## src/rtl/io_perm_check.sv

```systemverilog
module io_perm_check #(
  parameter int ADDR_W = 64,
  parameter int INFO_W = 64,
  parameter int DESC_W = 32,
  parameter int CODE_W = 32,
  parameter logic [CODE_W-1:0] IO_EXIT_CODE = 32'h7B
) (
  input  logic              clk,
  input  logic              rst_n,
  input  logic              start,
  input  logic [15:0]       port_num,
  input  logic [DESC_W-1:0] access_desc,
  input  logic [ADDR_W-1:0] bitmap_base,
  input  logic [ADDR_W-1:0] next_ip,
  input  logic              io_icpt_en,
  output logic              busy,
  output logic              mem_req_valid,
  input  logic              mem_req_ready,
  output logic [ADDR_W-1:0] mem_req_addr,
  input  logic              mem_rsp_valid,
  input  logic [15:0]       mem_rsp_data,
  output logic              done,
  output logic              exit_req,
  output logic [CODE_W-1:0] exit_code,
  output logic [INFO_W-1:0] exit_info1,
  output logic [INFO_W-1:0] exit_info2
);
  typedef enum logic [1:0] {S_IDLE, S_REQ, S_WAIT} state_t;
  state_t state;

  logic [15:0]       port_q;
  logic [DESC_W-1:0] desc_q;
  logic [ADDR_W-1:0] addr_q, nip_q;

  logic [7:0]  size_mask;
  logic [15:0] window;
  logic        hit;

  assign size_mask = 8'((9'd1 << desc_q[6:4]) - 9'd1);
  assign window = {8'h00, size_mask} << port_q[2:0];
  assign hit = |(mem_rsp_data & window);

  assign busy = (state != S_IDLE);
  assign mem_req_valid = (state == S_REQ);
  assign mem_req_addr = addr_q;

  always_ff @(posedge clk) begin
    if (!rst_n) begin
      state <= S_IDLE;
      port_q <= '0;
      desc_q <= '0;
      addr_q <= '0;
      nip_q <= '0;
      done <= 1'b0;
      exit_req <= 1'b0;
      exit_code <= '0;
      exit_info1 <= '0;
      exit_info2 <= '0;
    end else begin
      done <= 1'b0;
      case (state)
        S_IDLE: if (start) begin
          port_q <= port_num;
          desc_q <= access_desc;
          nip_q <= next_ip;
          addr_q <= bitmap_base + ADDR_W'(port_num[15:3]);
          if (io_icpt_en) begin
            state <= S_REQ;
          end else begin
            done <= 1'b1;
            exit_req <= 1'b0;
            exit_code <= '0;
            exit_info1 <= '0;
            exit_info2 <= '0;
          end
        end
        S_REQ: if (mem_req_ready) state <= S_WAIT;
        S_WAIT: if (mem_rsp_valid) begin
          state <= S_IDLE;
          done <= 1'b1;
          exit_req <= hit;
          exit_code <= hit ? IO_EXIT_CODE : '0;
          exit_info1 <= hit ? INFO_W'(desc_q | (DESC_W'(port_q) << 16)) : '0;
          exit_info2 <= hit ? INFO_W'(nip_q) : '0;
        end
        default: state <= S_IDLE;
      endcase
    end
  end

  a_r4_req_held: assert property (@(posedge clk) disable iff (!rst_n)
    mem_req_valid && !mem_req_ready |=> mem_req_valid && $stable(mem_req_addr));
  a_r4_req_drops: assert property (@(posedge clk) disable iff (!rst_n)
    mem_req_valid && mem_req_ready |=> !mem_req_valid);
  a_r6_done_single: assert property (@(posedge clk) disable iff (!rst_n)
    done |=> !done);
  a_r2_no_read_when_off: assert property (@(posedge clk) disable iff (!rst_n)
    !busy && start && !io_icpt_en |=> done && !exit_req && !mem_req_valid);
  a_r6_done_after_rsp: assert property (@(posedge clk) disable iff (!rst_n)
    busy && !mem_req_valid && mem_rsp_valid |=> done && !busy);
  a_r8_exit_code: assert property (@(posedge clk) disable iff (!rst_n)
    exit_req && done |-> exit_code == IO_EXIT_CODE);
endmodule

```

## config.mk

```make
export PLATFORM = sky130hd
export DESIGN_NAME = io_perm_check
export DESIGN_NICKNAME = d
export VERILOG_FILES = /design/src/rtl/io_perm_check.sv
export SDC_FILE = /design/constraint.sdc
export NUM_CORES = 1
export LEC_CHECK = 0
export BUFFER_PORTS_ARGS = -buffer_cell sky130_fd_sc_hd__buf_2
export CELL_PAD_IN_SITES_DETAIL_PLACEMENT = 0
export CELL_PAD_IN_SITES_GLOBAL_PLACEMENT = 1
export CORE_MARGIN = 2
export CORE_UTILIZATION = 35
export DETAILED_ROUTE_END_ITERATION = 8
export PLACE_DENSITY = 0.77
export SYNTH_ARGS = -nofsm -noshare
export SYNTH_HDL_FRONTEND = slang
export SYNTH_SLANG_ARGS = --single-unit
```

## constraint.sdc

```tcl
create_clock -name clk -period 4.9 [get_ports clk]
set_input_delay 0.49 -clock clk [delete_from_list [all_inputs] [get_ports clk]]
set_output_delay 0.49 -clock clk [all_outputs]
set_load 0.05 [all_outputs]
```

Yosys cells after proc, flatten, opt, wreduce, memory -nomap -nowiden
Cells that the tools add are included.

cells by class
  add/sub/neg operators = 2
  eq/ne operators = 7
  shifts and indexed selects = 2
  mux-type cells = 26
  bitwise gates (word level) = 2
  reductions and logical operators = 7

operators by type and width
  kind                 number
  $mux 64              5
  $pmux 64 s2          2
  $mux 32              4
  $add 64x13->64       1
  $pmux 32 s2          1
  $or 32x32->32        1
  $and 16x16->16       1
  $reduce_or 16->1     1
  $shl 8x3->16         1
  $mux 2               4
  $ne 2x2->1 const B   4
  $reduce_and 4->1     2
  $shl 1x3->8 const A  1
  $sub 8x1->8 const B  1
  $mux 7               1
  $mux 1               6
  $pmux 2 s3           1
  $pmux 1 s2           2
  $reduce_bool 2->1    2
  $eq 2x1->1 const B   1
  $eq 2x2->1 const B   1
  $logic_not 2->1      1
  $ne 2x1->1 const B   1
  $reduce_and 2->1     1

word-level totals
  bits in registers = 340
  bits of input ports = 198
  output and inout bits = 228

Logic depth before layout (Yosys ltp)
  word-level depth = 8
  depth in mapped cells = 11
  gate-level depth less buffers = 9

Worst setup path after synthesis
No wires, ideal clock.

  path type = input port to flip-flop
  start = in port_num[3]
  end = reg addr_q[54] (netlist: mem_req_addr[54])
  setup time = 0.074 ns
  arrival = 2.571 ns
  data required time = 4.826 ns
  path slack = 2.255 ns
  stages = 9
  path buffers = 0
  cells stage by stage = ha_1 > inv_1 > fa_1 > nand2b_1 > a21oi_1 > o31a_1 > a32oi_1 > or4_1 > a31oi_1

on the way
  cells in the longest elaborated chain, start to end = 1

RTL lines
  item                  RTL line  RTL
  from (decl)           11        input logic [15:0] port_num,
  $add 64x13->64        66        addr_q <= bitmap_base + ADDR_W'(port_num[15:3]);
  to (signal assigned)  66
  to (decl)             33        logic [ADDR_W-1:0] addr_q, nip_q;

Every way passes these cells.
A chain may end at the register's enable or synchronous reset.

Worst setup path in the final report
  start = reg port_q[0]
  end = reg exit_info2[20]

on the way
  cells in the longest elaborated chain, start to end = 6

RTL lines
  item                    RTL line  RTL
  from (decl)             31        logic [15:0] port_q;
  from (signal assigned)  63        port_q <= port_num;
  $shl 8x3->16            40        assign window = {8'h00, size_mask} << port_q[2:0];
  $and 16x16->16          41        assign hit = |(mem_rsp_data & window);
  $reduce_or 16->1        41
  $mux 64                 84        exit_info2 <= hit ? INFO_W'(nip_q) : '0;
  $mux 64                 78        S_WAIT: if (mem_rsp_valid) begin
  $pmux 64 s2             61        case (state)
  to (signal assigned)    84
  to (decl)               26        output logic [INFO_W-1:0] exit_info2

Every way passes these cells. The select of a mux whose other input is x is not followed.

==> impl_metrics.ini <==
[run_status]
status = finished, final reports clean

[synthesis]
synth_area_leaders = dfxtp_1, nand2_1, a32o_1
synthMuxAreaShare_pct = 0.08155
synth_xor_area_share_pct = 0.4281
synth_cell_types = 69
synth_top_family_by_area = compound AO/OA/AOI/OAI gates
synthArstFlopShare_pct = 0
synth_most_common_cell = dfxtp_1
synthCells = 1454
synth_common_cells = dfxtp_1, nand2_1, a21oi_1
ys_seq_area_share_pct = 45.02
ys_warn_count = 0
synth.avg_cell_area_um2 = 8.442
synth_edf_count = 0
synth_compound_area_share_pct = 23.67
synth_flop_cell = dfxtp_1
synthAdderAreaFrac_pct = 1.662
synth_top_area_share_pct = 45.02
synthSimpleGateAreaFrac_pct = 20.67
synth_top_area_cell = dfxtp_1
netlist_area_um2 = 12270
synth-seq-cells = 276

[place]
placedInstanceArea_um2 = 14100
port_buffers = 365
dp_hpwl_um = 27590
place_congestion = 0.8340

[setup_path]
reg2reg_depth = 7
r2r_slack_ns = 1.87
cp-start-kind = flop
critPathMaxFanout = 53
cp_slowest_cell = a2111o_2
cp_cell_sequence = o21ai_0 -> a221oi_1 -> nand2_1 -> a41oi_1 -> a2111o_2 -> buf_12 -> a32o_1
critPathArrivalTime_ns = 3.54
worstSetupEndpointType = flop
path_buf_inv = 1
path_class = flop to flop
cp.required_ns = 5.41
slowest_delay_ns = 0.76
crit_family = compound AO/OA/AOI/OAI gates
critical_path_depth = 7

[cts]
cts_root_buf = clkbuf_16
cts_tree = built
postCtsResizedCells = 0
clk_path_buf_depth = 3
clkLatencyLatePin_ns = 0.57
clkSlewWorstSetupHoldPaths_ns = 0.06
holdBufCountCts = 0
htree_levels = 1
post-cts-setup-buffers = 0
cts.sinks = 276
cts_buffers = 31

[route]
drt_first_iter_violations = 752
wl_um = 40980
wl_per_cell_um = 18.41
drt_first_pass_iters = 6
dr_total_vias = 11962
drtAntennaViolNets = 0
drcViolationCount = 0
via_per_inst = 5.374

[grt]
grt_remaining_overflow = 0
grt_max_degree = 109
grt_pass1_vias = 11099
antenna_found_initial = 6
grt_pass1_wl_um = 62130
grt_usage_pct = 21.15

[floorplanning]
initial_core_util_pct = 35.53
core_area_um2 = 34540
row_count = 68
design.die.area_um2 = 36580
die_w_um = 191.3
ioPinCount = 426
fp.dieH_um = 191.3

[timing]
skew_ns = 0.01488
setup_tns_ns = 0
slew_viol_final = 0
setup_viol = 0
fmax_ghz = 0.3299
hold_viol_final = 0
fin_crit_ns = 3.031
tightestPinTransition_ns = 1.179
finalCritPeriodShare_pct = 61.87
relSlewSlack_pct = 21.39
rsz0062_at_grt = false

[power_and_ir_drop]
p_per_area_nw_per_um2 = 393.9
p_leak_nw = 6.450
power_w = 0.006018
ir_drop_uv = 296.0

[finish]
final_cell_area_um2 = 15280
nNetsFinal = 1954
syn2layout_area_growth_pct = 24.47
drive_gt1_share_pct = 25.75
multi_input_area_um2 = 5951
seq_area_um2 = 5525
fill_cells = 3581

[min_path]
holdPathStages = 3
hp-class = input port to flop

[job]
drv_cap = 0
==> flip-flops by register name (all words and copies together), names as in the netlist <==
| signal | cells |
|---|---|
| exit_info2 | 64 |
| mem_req_addr | 64 |
| nip_q | 64 |
| desc_q | 32 |
| exit_info1 | 32 |
| port_q | 16 |
| state | 2 |
| done | 1 |
| exit_code | 1 |
==> power breakdown <==
part / switching, W / total, W / internal (W) / leakage (nW)
registers: 0.0000659 / 0.00242 / 0.00235 / 2.26
logic: 0.000743 / 0.000997 / 0.000254 / 3.62
clock network: 0.000971 / 0.00260 / 0.00163 / 0.576
total: 0.00178 / 0.00602 / 0.00424 / 6.45
==> worst register-to-register path: stages (launching register included) <==
cell	delay (ns)
dfxtp_1	0.67
o21ai_0	0.18
a221oi_1	0.45
nand2_1	0.10
a41oi_1	0.19
a2111o_2	0.76
buf_12	0.35
a32o_1	0.26
==> cell usage in the layout, fill, tap and decap left out, types with 6 or more instances in the layout <==
master / count
and4_1: 23
o211ai_1: 8
clkbuf_16: 31
or4_1: 13
nor2_1: 74
nor4_1: 7
a311oi_1: 7
clkbuf_8: 10
a32o_1: 82
conb_1: 58
a21o_1: 8
buf_4: 10
dfxtp_1: 276
a211oi_1: 28
buf_2: 365
or3_1: 6
o31ai_1: 15
a22o_1: 18
a31oi_1: 14
a21oi_1: 139
nor3b_1: 8
nand2_1: 273
and3_1: 7
inv_1: 16
nor3_1: 41
o21ai_0: 60
bufinv_16: 6
nand4_1: 26
nor3_2: 6
ha_1: 13
nand3_1: 33
==> routing by layer <==
layer | global-route usage [%] | up-vias | wire length [um]
met4 | 6.568 | 4 | 1130
met3 | 4.920 | 65 | 3095
met2 | 34.81 | 420 | 19300
met1 | 27.37 | 5699 | 17420
met5 | 0 | - | 27
li1 | - | 5774 | -
==> final cells by class <==
class | count | share of cell area, %
inverters | 18 | 0.4586
flip-flops and latches | 276 | 36.17
repair buffers | 379 | 12.97
clock inverters | 14 | 1.605
well taps | 455 | 3.726
multi-input cells | 1036 | 38.95
diodes | 4 | 0.06552
clock buffers | 44 | 6.052
==> worst paths after layout <==
path                   start         endpoint
min reg2reg  mem_req_addr[0]  mem_req_addr[0]
min              next_ip[29]        nip_q[29]
max reg2reg        port_q[0]   exit_info2[20]
max                port_q[0]   exit_info2[20]
==> stage by stage <==
step	hold slack, ns	worst slack [ns]	std cells	utilization (%)
final	0.1564	1.869	2226	44.23
after global routing	0.1375	1.577	2225	44.22
after CTS	0.1274	1.890	2222	44.20
after detailed placement	0.4466	1.700	2164	40.81
after global placement	0.4406	1.772	2164	40.81
after floorplan	0.4363	2.255	1511	-
==> kinds of logic (layout without fill, tap and decap cells) <==
family / after synthesis / after routing
simple gates: 537 / 537
compound gates: 418 / 418
flops: 276 / 276
buf+inv: 199 / 455
fa+ha+maj: 16 / 16
xor+xnor: 6 / 6
other cells: 1 / 62
mux: 1 / 1
(Power assumes the default switching activity.)
